### src/rtl/adcRrPkg.sv
package adcRrPkg;

  typedef enum logic [1:0] {
    MODE8  = 2'd0,
    MODE10 = 2'd1,
    MODE12 = 2'd2
  } rrMode_t;

  typedef enum logic [1:0] {
    SEL_RES_LO = 2'd0,
    SEL_RES_HI = 2'd1,
    SEL_CMP_LO = 2'd2,
    SEL_CMP_HI = 2'd3
  } rrSel_t;

  typedef struct packed {
    logic capture;
    logic clear;
  } rrStrobe_t;

endpackage

### src/rtl/adcRrCtrl.sv
module adcRrCtrl
  import adcRrPkg::*;
(
  input  logic       clk,
  input  logic       rstN,
  input  logic [1:0] modeSel,
  input  logic       convDone,
  input  logic       cmpEn,
  input  logic       cmpPass,
  input  logic       rdEn,
  input  logic [1:0] rdSel,
  output rrStrobe_t  strobe,
  output rrMode_t    modeQ,
  output logic       lockQ
);

  rrMode_t modeNew;
  logic    modeChg;
  logic    loRead;
  logic    hiRead;
  logic    wideMode;
  logic    blocked;
  logic    cmpOk;

  always_comb begin
    unique case (modeSel)
      2'd0:    modeNew = MODE8;
      2'd1:    modeNew = MODE10;
      default: modeNew = MODE12;
    endcase
  end

  assign modeChg  = (modeNew != modeQ);
  assign wideMode = (modeQ != MODE8);
  assign loRead   = rdEn && (rdSel == SEL_RES_LO);
  assign hiRead   = rdEn && (rdSel == SEL_RES_HI) && wideMode;
  // an unlocked pair read in the wide modes also keeps the store quiet that cycle
  assign blocked  = lockQ || (wideMode && (hiRead || loRead));
  assign cmpOk    = !cmpEn || cmpPass;

  always_comb begin
    strobe.clear   = modeChg;
    strobe.capture = convDone && !modeChg && !blocked && cmpOk;
  end

  always_ff @(posedge clk or negedge rstN) begin
    if (!rstN) begin
      modeQ <= MODE8;
      lockQ <= 1'b0;
    end else begin
      modeQ <= modeNew;
      if (modeChg || loRead) begin
        lockQ <= 1'b0;
      end else if (hiRead) begin
        lockQ <= 1'b1;
      end
    end
  end

endmodule

### src/rtl/adcRrDatapath.sv
module adcRrDatapath
  import adcRrPkg::*;
#(
  parameter int RES_W  = 12,
  parameter int BYTE_W = 8
) (
  input  logic              clk,
  input  logic              rstN,
  input  rrStrobe_t         strobe,
  input  rrMode_t           modeQ,
  input  logic [RES_W-1:0]  convData,
  input  logic              cmpGe,
  input  logic              cmpWrEn,
  input  logic              cmpWrHi,
  input  logic [BYTE_W-1:0] wrData,
  output logic              cmpPass,
  output logic [RES_W-1:0]  resultQ,
  output logic [RES_W-BYTE_W-1:0] cmpHiQ,
  output logic [BYTE_W-1:0] cmpLoQ
);

  localparam int HI_W  = RES_W - BYTE_W;
  localparam int MID_W = RES_W - 2;

  logic [RES_W-1:0] widthMask;
  logic [RES_W-1:0] convMasked;
  logic [RES_W-1:0] cmpMasked;

  always_comb begin
    unique case (modeQ)
      MODE8:   widthMask = RES_W'((1 << BYTE_W) - 1);
      MODE10:  widthMask = RES_W'((1 << MID_W) - 1);
      default: widthMask = '1;
    endcase
  end

  assign convMasked = convData & widthMask;
  assign cmpMasked  = {cmpHiQ, cmpLoQ} & widthMask;
  assign cmpPass    = cmpGe ? (convMasked >= cmpMasked) : (convMasked < cmpMasked);

  always_ff @(posedge clk or negedge rstN) begin
    if (!rstN) begin
      resultQ <= '0;
    end else if (strobe.clear) begin
      resultQ <= '0;
    end else if (strobe.capture) begin
      resultQ <= convMasked;
    end
  end

  always_ff @(posedge clk or negedge rstN) begin
    if (!rstN) begin
      cmpHiQ <= '0;
      cmpLoQ <= '0;
    end else if (cmpWrEn) begin
      if (cmpWrHi) begin
        cmpHiQ <= wrData[HI_W-1:0];
      end else begin
        cmpLoQ <= wrData;
      end
    end
  end

endmodule

### src/rtl/adcResultRegs.sv
module adcResultRegs
  import adcRrPkg::*;
#(
  parameter int RES_W  = 12,
  parameter int BYTE_W = 8
) (
  input  logic              clk,
  input  logic              rstN,
  input  logic [1:0]        modeSel,
  input  logic              convDone,
  input  logic [RES_W-1:0]  convData,
  input  logic              cmpEn,
  input  logic              cmpGe,
  input  logic              cmpWrEn,
  input  logic              cmpWrHi,
  input  logic [BYTE_W-1:0] wrData,
  input  logic              rdEn,
  input  logic [1:0]        rdSel,
  output logic [BYTE_W-1:0] rdData
);

  localparam int HI_W  = RES_W - BYTE_W;
  localparam int PAD_W = BYTE_W - HI_W;

  rrStrobe_t         strobe;
  rrMode_t           modeQ;
  logic              lockQ;
  logic              cmpPass;
  logic [RES_W-1:0]  resultQ;
  logic [HI_W-1:0]   cmpHiQ;
  logic [BYTE_W-1:0] cmpLoQ;

  adcRrCtrl uCtrl (
    .clk      (clk),
    .rstN     (rstN),
    .modeSel  (modeSel),
    .convDone (convDone),
    .cmpEn    (cmpEn),
    .cmpPass  (cmpPass),
    .rdEn     (rdEn),
    .rdSel    (rdSel),
    .strobe   (strobe),
    .modeQ    (modeQ),
    .lockQ    (lockQ)
  );

  adcRrDatapath #(.RES_W(RES_W), .BYTE_W(BYTE_W)) uDp (
    .clk      (clk),
    .rstN     (rstN),
    .strobe   (strobe),
    .modeQ    (modeQ),
    .convData (convData),
    .cmpGe    (cmpGe),
    .cmpWrEn  (cmpWrEn),
    .cmpWrHi  (cmpWrHi),
    .wrData   (wrData),
    .cmpPass  (cmpPass),
    .resultQ  (resultQ),
    .cmpHiQ   (cmpHiQ),
    .cmpLoQ   (cmpLoQ)
  );

  always_comb begin
    unique case (rdSel)
      SEL_RES_LO: rdData = resultQ[BYTE_W-1:0];
      SEL_RES_HI: rdData = {{PAD_W{1'b0}}, resultQ[RES_W-1:BYTE_W]};
      SEL_CMP_LO: rdData = cmpLoQ;
      default:    rdData = {{PAD_W{1'b0}}, cmpHiQ};
    endcase
  end

endmodule

### config.mk
export PLATFORM = sky130hd
export DESIGN_NAME = adcResultRegs
export DESIGN_NICKNAME = d
export VERILOG_FILES = /design/src/rtl/adcRrPkg.sv /design/src/rtl/adcRrCtrl.sv /design/src/rtl/adcRrDatapath.sv /design/src/rtl/adcResultRegs.sv
export SDC_FILE = /design/constraint.sdc
export NUM_CORES = 1
export LEC_CHECK = 0
export BUFFER_PORTS_ARGS = -buffer_cell sky130_fd_sc_hd__buf_2
export CORE_ASPECT_RATIO = 0.9
export CORE_MARGIN = 2
export CORE_UTILIZATION = 53
export DETAILED_ROUTE_END_ITERATION = 16
export PLACE_DENSITY = 0.79
export SLEW_MARGIN = 20
export SYNTH_ARGS = -nofsm -noshare
export SYNTH_HDL_FRONTEND = slang
export SYNTH_SLANG_ARGS = --single-unit
### constraint.sdc
create_clock -name clk -period 3.2 [get_ports clk]
set_input_delay 0.64 -clock clk [delete_from_list [all_inputs] [get_ports clk]]
set_output_delay 0.64 -clock clk [all_outputs]
set_load 0.1 [all_outputs]
Word-level counts from Yosys, hierarchy flattened. Index checks and enable logic that the tools add are counted.

RAM bits: 0. Bits in read-only memories: 0. Logic and storage cells: 45. Register bits: 27. Memories: 0. Output and inout bits: 8. Bits in latches: 0. Bits of input ports: 32.

Equal/unequal tests: 5. Shifts and indexed selects: 0. Reductions and logical operators: 22. Bitwise gates (word level): 3. Div/mod/pow operators: 0. Mux-type cells: 8. $add $sub $neg: 0. $mul: 0. Magnitude comparators: 2.

Operator list (count): 12-bit bitwise AND (2); 12-bit two-way mux (2); 12-bit one-hot mux with 2 select lines (1); 8-bit one-hot mux with 3 select lines (1); 12-bit greater-or-equal comparator (1); 12-bit < comparator (1); 1-bit logical AND (7); 2-bit by 1-bit equality test with 1-bit output (second input constant) (3); 2-bit zero test (3); 2-bit nonzero test (3); 1-bit logical OR (4); 2-bit one-hot mux with 2 select lines (1); 2-bit AND reduction (2); 1-bit zero test (3); 1-bit two-way mux (3); 2-bit equality test (second input constant) (1); 2-bit != test (1); 1-bit NOT (1).

Longest topological paths before layout. Gate-level depths: netlist of run 1.

Depth after elaboration: 11. Mapped depth: 11. Depth with buffers taken out: 9.

Cells and area by module. A second synthesis of run 1 with hierarchy kept.

Cell total of the unflattened synthesis: 150. Area total of the unflattened synthesis: 1589.0 sq um.

Modules (own cells, without submodules): adcRrDatapath (sequential area each 600.6 sq um, cells each 118, area each 1251.2 sq um, instances 1); adcRrCtrl (sequential area each 75.1 sq um, cells each 18, area each 176.4 sq um, instances 1); adcResultRegs (sequential area each 0.0 sq um, cells each 14, area each 161.4 sq um, instances 1).

Worst setup path before layout of run 1. No wires, ideal clock.

Kind: in2out. Start: input rdSel[1]. End: output rdData[4]. Data required time: 2560 ps. Path slack: 430 ps. Cell stages on the path: 3. Buffers on the path: 1. Data arrival time: 2130 ps. Cells stage by stage: buf_6 > mux2i_1 > nor2_1.

Cells in the longest elaborated chain, start to end: 2. Elaborated cells between the ends (all ways): 4. Classes of those cells: eq/ne (2); mux (1); reduce/logical (1).

Ends and longest elaborated chain: start: declaration (RTL line adcResultRegs.sv:18) `input logic [1:0] rdSel,`; 2-bit equality test, or another cell as far along (RTL line adcResultRegs.sv:64) `unique case (rdSel)`; 8-bit one-hot mux with 3 select lines (*) (RTL line adcResultRegs.sv:64); end: declaration (RTL line adcResultRegs.sv:19) `output logic [BYTE_W-1:0] rdData`.

Every way passes the cells marked *; elsewhere a longest branch is shown, timed or not.

Worst setup path after layout of run 1.
Start: register uCtrl.modeQ[1]. End: register uDp.resultQ[9].

Cells in the longest elaborated chain, start to end: 9. Elaborated cells between the ends (all ways): 23. Classes of those cells: order compare (2); eq/ne (2); mux (4); bitwise (2); reduce/logical (13).

Ends and longest elaborated chain: start: declaration (RTL line adcRrCtrl.sv:13) `output rrMode_t modeQ,`; start signal: assignment (RTL line adcRrCtrl.sv:51) `modeQ <= modeNew;`; parallel branches: the longest is 9 deep, another holds 12-bit < comparator; end signal: assignment (RTL line adcRrDatapath.sv:47) `resultQ <= convMasked;`; end: declaration (RTL line adcRrDatapath.sv:17) `output logic [RES_W-1:0] resultQ,`.

Parallel ways; which one is timed is not known. The select of a mux whose other input is x is not followed. A chain may end at the register's enable or synchronous reset.

==> results of run 1 <==
[cells by family (layout without fill, tap and decap cells)]
group	after synthesis	count (layout)	synth area share
compound gates	26	26	0.111
fa+ha+maj	12	12	0.0880
buf+inv	18	55	0.0565
flops	27	27	0.396
mux	25	25	0.188
simple gates	58	58	0.160
[path summary, 6_finish.rpt]
path | from | to | slack (ns) | depth (start not counted)
max in group asynchronous | rstN | uDp.resultQ[1] | 2.52 | 1
min reg2reg | uDp.resultQ[3] | uDp.resultQ[3] | 0.54 | 2
min | rstN | uDp.cmpLoQ[1] | 0.29 | 1
min in group clk | modeSel[1] | uCtrl.modeQ[1] | 0.45 | 1
max reg2reg | uCtrl.modeQ[1] | uDp.resultQ[9] | 0.43 | 8
max | uCtrl.modeQ[1] | uDp.resultQ[9] | 0.43 | 8
[per-stage QoR]
step	power [W]	setup slack [ns]	instances	hold WS [ns]
6_report	0.000832	0.425	245	0.294
3_3_place_gp	0.000678	0.441	241	0.505
2_1_floorplan	0.000621	0.430	166	0.344
5_1_grt	0.000876	0.301	245	0.330
4_1_cts	0.000837	0.439	245	0.303
3_5_place_dp	0.000687	0.291	241	0.515
[cell usage in the layout, fill, tap and decap left out]
master / instances
buf_2: 39
nand2_1: 36
dfrtp_1: 27
mux2i_1: 16
ha_1: 12
inv_1: 10
o21ai_0: 10
nor2b_1: 6
a21oi_1: 5
mux2_2: 5
mux4_1: 4
nor2_1: 4
nor3_1: 3
nand4_1: 3
clkbuf_4: 3
and2_1: 2
a21o_1: 2
buf_4: 2
nor2_4: 1
o2bb2ai_1: 1
nand2b_4: 1
o211ai_4: 1
o211ai_1: 1
a211oi_1: 1
nand3_1: 1
and4_1: 1
o21ai_1: 1
a211o_1: 1
o32a_1: 1
o31ai_4: 1
o211a_1: 1
clkinv_2: 1
[area by class of cell]
type	count	area (µm²)	share of cell area
clock buffers	3	22.5	0.0116
clock inverters	1	5.00	0.00258
inverters	10	37.5	0.0194
multi-input cells	121	935	0.482
flip-flops and latches	27	676	0.349
well taps	42	52.6	0.0271
repair buffers	41	210	0.108
[worst max-delay path, delay by kind of cell, from the launching register on]
family	cells	cell delay (ns)
simple gates	4	0.55
flops	1	0.53
fa+ha+maj	1	0.32
mux	1	0.30
compound gates	2	1.01
[cell usage after synthesis (3+ instances only)]
cell type,n,area share
mux2_2,5,0.033
inv_1,10,0.022
nand2_1,36,0.079
dfrtp_1,27,0.40
clkbuf_1,4,0.0088
nor2b_1,6,0.022
nand4_1,3,0.011
a21oi_1,5,0.015
ha_1,12,0.088
mux4_1,4,0.062
nor3_1,3,0.0088
o21ai_0,10,0.029
nor2_1,4,0.0088
mux2i_1,16,0.094
[registers in the layout, summed over array words and instances (netlist names)]
register	count
uDp.resultQ	12
uDp.cmpHiQ	4
uCtrl.modeQ	2
uDp.cmpLoQ	8
uCtrl.lockQ	1
[power by group through the flow]
stage	combinational [W]	sequential (W)	clock, W
4_1_cts	0.000291	0.000391	0.000154
3_3_place_gp	0.000282	0.000396	0
2_1_floorplan	0.000232	0.000389	0
5_1_grt	0.000316	0.000395	0.000164
3_5_place_dp	0.000289	0.000398	0
6_report	0.000290	0.000392	0.000151
[per-layer routing]
metal	track usage	wire length, µm
met3	0.0311	154
met5	0	0
met2	0.378	1780
met4	0.0714	44
met1	0.278	1680
==> out/results.txt, run 1 <==
In the final routed layout, each cell accounts on average for 14.9 µm. The die is 57.8 µm tall. The number of filler instances in the final layout was 269. The tools report the count of unique library cells instantiated by Yosys as 33. Clock tree root buffer cell: clkbuf_4. The total of cells resized after clock tree synthesis was 0; the antenna violation net count after detailed routing was 0. The mean number of vias per cell is 5.54. The tools report the number of antenna cells inserted as 0. The run gives 40 as the count of boundary I/O pins.

The tools report the count of hold buffers inserted by post-cts repair as 0. The total of flip-flops plus latches after synthesis works out to 27. The slowest stage of the critical path is the o31ai_4 cell.

Transition time of the tightest slew-check pin: 0.849 ns. The initial antenna violation count is 0. Total detailed-routing wirelength: 3660 µm.

TritonCTS built the clock tree. The number of enable-type register cells in the synthesized netlist is 0, and the largest net degree at the start of global routing is 28. The synthesis warning total is 0.

In this run the static leakage power is 0.978 nW. The total power divided by cell area came out at 430 nW/µm². The internal power consumption is 0.000519 W, and the post-synthesis async set-or-reset flop share is 1.00. The logs give 2790 µm for the total half-perimeter wirelength after legalization and detailed placement and 0 ns for the final setup TNS. The final cell utilization of the core was 0.632. In this run the worst hold path is classified as primary input to async pin.

The total number of nets in the final design was 248. The mapped netlist covers 1710 µm². The run gives 3690 µm² as the die outline area. The routed layout has 1,358 vias. The global placer's final weighted congestion came out at 0.853.

The number of failing hold endpoints at the final stage is 0, and the layout cell share with drive strength beyond 1 is 0.266. When the netlist entered floorplanning its net count stood at 210. In this run the post-CTS setup repair buffer count came out at 0. The region available for standard cell placement spans 3070 µm². Based on the critical path, the design can be clocked at up to 360 MHz.

For the proportion of power drawn by the clock network, the log shows 0.181. The later-pin clock latency in the skew report is 0.33 ns, and the total clock buffers created by CTS is 3. For this run, the slowest stage of the critical path takes 0.71 ns. The floorplan step set the die width to 63.8 µm.

The number of max-slew violations in the final report is 0, and the via count of the first global-routing pass is 1,379. Clock-pin slew was measured on the worst setup and hold paths at 0.15 ns. The run gives 6160 µm as the wire length of the first global-routing pass. Along the worst path, the maximum fanout reaches 12.

Synthesized area per cell: 10.3 µm². The top flip-flop cell by instance count after synthesis was dfrtp_1. For the worst setup path, the data required time is 3.46 ns.

Subtracting the final worst setup slack from the clock period gives 2.77 ns. Compared with the post-synthesis result, the final layout area differs by 13.6%. Traced cell by cell, the critical path runs through nor2_4, nor2b_1, ha_1, nand4_1, a211oi_1, nor3_1, o31ai_4, mux2i_1. Setup repair after global routing left no endpoint under its margin. The sequential cell fraction of total power was 0.470. The critical path is of the flop to flop type.

Counting every sink on the clock net gives 27. The period utilization came out at 0.867. The run gives 0.557 as the initial standard-cell utilization of the core. At the worst endpoint, the arrival time is 3.04 ns. In the routed design, unresolved DRC markers number 0.

The floorplan has 19 rows. Max-cap violations in this run came to 0. The number of buffers on the longest clock path is 2. After detailed placement, the total cell area comes to 1910 µm². The run finished with clean final reports. For the number of design-rule violations left by the first detailed-router iteration, the log shows 51.

The analysis attributes to net switching a power of 0.000313 W. The worst-case vdd ir drop came out at 316 µV. For this run, the detailed router's first-pass iteration total came to 4. The worst setup path is launched from a flop. Final setup violation count: 0.

STA classifies the critical path endpoint as a flop. The sequential area share after synthesis was 0.396. The deepest level of the CTS H-tree is 1, and the number of port buffers is 39. After routing the design area is 1940 µm². The worst slew margin relative to its limit came out at 0.434. The synthesized netlist cell count is 166. The clock skew was 0.00800 ns.

Fraction of power spent switching nets: 0.376. For this run the aggregate overflow at the end of global routing stands at 0. The tools report the aggregate global-route resource usage as 0.216.

The combinational group share of total power came out at 0.348.
(Power assumes the default switching activity.)
==> inputs of run 2 (changes only) <==
--- a/config.mk
+++ b/config.mk
@@ -8,10 +8,11 @@
 export BUFFER_PORTS_ARGS = -buffer_cell sky130_fd_sc_hd__buf_2
 export CORE_ASPECT_RATIO = 0.9
 export CORE_MARGIN = 2
-export CORE_UTILIZATION = 53
+export CORE_UTILIZATION = 52
 export DETAILED_ROUTE_END_ITERATION = 16
-export PLACE_DENSITY = 0.79
+export PLACE_DENSITY = 0.78
 export SLEW_MARGIN = 20
 export SYNTH_ARGS = -nofsm -noshare
 export SYNTH_HDL_FRONTEND = slang
+export SYNTH_HIERARCHICAL = 1
 export SYNTH_SLANG_ARGS = --single-unit
==> run 2 against run 1 <==
Final cell count down 2.4%; clock skew up 0.0019 ns; critical endpoint is now uDp/resultQ[3]; critical path depth is 4 higher; sequential share of layout area is 0.45 points higher; clock power barely moved; sequential power fell by 2%; routed wire length decreased by 0.66%; worst hold slack got worse by 0.00062 ns; flip-flop and latch count is the same; register-to-register slack lost 0.26 ns; fmax decreased by 8.7%.
==> out/results.txt, run 2 <==
The tools report the total number of nets in the final design as 242 (-2.4%). The tools report the deepest level of the CTS H-tree as 1 (unchanged). The arrival time at the worst endpoint was 3.24 ns (+0.20 ns); the clock edge transition at the registers on the reported setup and hold paths was 0.16 ns (about the same). The x dimension of the die was 62.3 µm (-2.4%); the count of vias placed by the detailed router was 1,287 (-5.2%). Setup slack after layout: 0.162 ns (-0.263 ns).

The endpoint class of the critical path was a flop. For the largest net degree at the start of global routing, the log shows 28 (unchanged). The logs give 1,437 (+4.2%) for the via count of the first global-routing pass and -0.483 ns (-0.774 ns) for the worst-case setup slack after placement. The final setup TNS came out at 0 ns (unchanged). The total power divided by cell area was 417 nW/µm² (-3.0%). The most instantiated library cell after synthesis was dfrtp_1. The post-detailed-route wirelength per cell works out to 15.2 µm (+1.8%). The share of the synthesized area in the top cell type was 0.425 (+0.0293); the shortest period the worst path allows was 3.04 ns (+0.263 ns). TritonCTS built the clock tree. The commonest cells after synthesis are 27 x dfrtp_1, 19 x nor2_1, 16 x mux2i_1.

The run gives 2 (unchanged) as the number of buffers on the longest clock path. The logs give 0 (unchanged) for the initial antenna violation count and 0.425 (+0.0293) for the sequential area share after synthesis. Type of the worst setup path: flop to flop. The clock sink total is 27 (unchanged), and the worst-case register-to-register setup slack is 0.16 ns (-0.26 ns).

The final cell utilization of the core is 0.640 (+0.00795). The initial standard-cell utilization of the core came out at 0.530 (-0.0260). The flow ran to the end, and the final reports show no timing, DRC or antenna violations. The transition time of the tightest slew-check pin was 0.774 ns (-0.0754 ns). The number of max-slew violations in the final report came out at 0 (unchanged). The largest registers in the layout are uDp/resultQ: 12 flops, uDp/cmpLoQ: 8 flops, uDp/cmpHiQ: 4 flops. The number of cells after detailed placement is 234 (-2.9%), and the count of unique library cells instantiated by Yosys is 30 (-9.1%).

The final non-filler cell total is 239 (-2.4%), and the layout cell share with drive strength beyond 1 is 0.340 (+0.0741). The leakage power figure is 0.951 nW (-2.8%). The total DRC errors in the routed layout was 0 (unchanged). The standard-cell row count is 19 (unchanged).

The total of flip-flops plus latches after synthesis was 27 (unchanged). The final setup violation count was 0 (unchanged); the number of design-rule violations left by the first detailed-router iteration was 30 (-41%). The tools report the die outline area as 3510 µm² (-4.8%).

The maximum fanout encountered on the critical timing path is 11 (-1). The run gives 3.40 ns (-0.06 ns) as the required time reported for the critical path endpoint. The antenna violation net count after detailed routing was 0 (unchanged); the number of enable-type register cells in the synthesized netlist was 0 (unchanged).

The number of filler instances in the final layout came out at 268 (-0.37%). The number of flip-flops under the largest register name is 12 (unchanged). For the number of failing hold endpoints at the final stage, the log shows 0 (unchanged). The overflow left after global routing was 0 (unchanged); the number of optimization iterations in the first detailed-route pass was 4 (unchanged). The logs give 329 MHz (-8.7%) for the highest clock rate and 6270 µm (+1.7%) for the wire length of the first global-routing pass. The synthesis warning total was 6 (+6); the worst-case vdd ir drop was 260 µV (-18%).

Setup repair after global routing left no endpoint under its margin. STA classifies the critical path startpoint as a flop. After synthesis, the cell types taking the most area are dfrtp_1 43%, mux2i_1 10%, ha_1 9.4%.

The synthesized netlist cell count was 150 (-9.6%). The logs give 2820 µm (+1.2%) for the total half-perimeter wirelength after legalization and detailed placement and 1590 µm² (-6.9%) for the post-synth design cell area. The later-pin clock latency in the skew report was 0.33 ns (about the same). The run gives 3000 µm² (-2.3%) as the core outline area. The most flop-heavy register is uDp/resultQ.

The global placer's final weighted congestion was 0.863 (+1.1%); the mean number of vias per cell was 5.38 (-2.8%). The net count after synthesis was 194 (-7.6%). The tools report the worst slew margin relative to its limit as 0.484 (+0.0498). For the count of boundary I/O pins, the log shows 40 (unchanged). The area used by multi-input combinational logic was 845 µm² (-9.6%). The number of port buffers was 39 (unchanged). Leaving out fill and tap cells, the most frequent cells in the layout are 39 x buf_2, 26 x dfrtp_1, 19 x nor2_1, 16 x mux2i_1. Clock tree root buffer cell: clkbuf_4. The post-synthesis async set-or-reset flop share is 1.00 (unchanged). The synthesized design spends more area on one cell type than any other, namely dfrtp_1. For the clock skew, the log shows 0.00989 ns (+0.00189 ns).

The class of the tightest hold or removal check was primary input to async pin. The aggregate global-route resource usage is 0.227 (+0.0111), and the signed area change from the synthesized netlist to the final layout is 20.6%. The period utilization is 0.949 (+0.0823). The synthesized area per cell is 10.6 µm² (+3.0%).

Among all flip-flop cells after synthesis, the most frequent one is dfrtp_1. The run gives 677 µm² (+0.19%) as the total area of sequential cells. Leaving out fill and tap cells, the most frequent cell in the layout is buf_2. The number of antenna cells inserted is 0 (unchanged).

The total clock buffers created by CTS was 3 (unchanged). The chip height was 56.4 µm (-2.4%); the total detailed-routing wirelength was 3640 µm (-0.66%). For the number of max-capacitance violations reported, the log shows 0 (unchanged).
[run 2: changes by cell type in the layout (fill, tap and decap cells not counted), sizes merged, moves of 3 or more]
cell   delta
nor2b     -3
nor2     +14
buf       +9
nor3      -3
nand2    -24
[run 2: kinds of logic (layout without fill, tap and decap cells)]
logic type | count (synthesis) | count (layout) | share of synthesized area
mux | 26 | 26 | 0.200
buf+inv | 17 | 64 | 0.0488
fa+ha+maj | 12 | 12 | 0.0945
flops | 27 | 27 | 0.425
simple gates | 43 | 43 | 0.125
compound gates | 24 | 24 | 0.101
xor+xnor | 1 | 1 | 0.00551
[run 2: layout make-up]
class,count,area share
Tap cell,42,0.0274
Clock inverter,1,0.00261
Clock buffer,3,0.0117
Inverter,10,0.0196
Multi-Input combinational cell,106,0.441
Sequential cell,27,0.353
Timing Repair Buffer,50,0.145
[run 2: critical path, cell delays in order (launching register included)]
cell and delay, ns:
dfrtp_2 0.51, o21a_1 0.22, ha_1 0.32, nand4_1 0.15
nor2_1 0.08, a21boi_1 0.15, a2111oi_2 0.38, mux2_1 0.19
o21ai_1 0.09, nor4b_4 0.33, buf_4 0.20, mux2i_1 0.23
nor2_1 0.06
[run 2: layer usage]
metal  GRT usage  share of wire
met1       0.273           0.43
met2       0.394           0.51
met3      0.0421          0.045
met4       0.111          0.016
met5           0              0
[run 2: final timing paths]
path,from,end,cells past startpoint
setup / recovery,uCtrl/modeQ[1],uDp/resultQ[3],12
hold / removal,rstN,uDp/cmpHiQ[0],1
setup reg to reg,uCtrl/modeQ[1],uDp/resultQ[3],12
hold reg to reg,uDp/resultQ[11],uDp/resultQ[11],2
max in group asynchronous,rstN,uCtrl/modeQ[1],1
min in group clk,modeSel[1],uCtrl/modeQ[1],1
[run 2: timing repair]
action / CTS / global route
pin swaps: 1 / 0
gates resized for setup: 1 / 2
hold buffers: 0 / 0
setup buffers: 1 / 0
setup endpoints to repair: 12 / 12
[run 2: per-stage QoR]
stage               cell area [µm²]  hold slack, ns  total power (W)
CTS                            1920           0.308         0.000803
floorplan                      1590           0.344         0.000569
global placement               1870           0.502         0.000636
detailed placement             1870           0.514         0.000646
finish                         1920           0.293         0.000799
global route                   1920           0.316         0.000839
[run 2: where the power goes]
| part | total [W] | internal [W] | leakage (nW) | switching, W |
|---|---|---|---|---|
| clock | 0.000154 | 0.0000470 | 0.0177 | 0.000107 |
| sequential | 0.000386 | 0.000366 | 0.349 | 0.0000193 |
| combinational | 0.000260 | 0.0000998 | 0.584 | 0.000160 |
| total | 0.000799 | 0.000513 | 0.951 | 0.000286 |
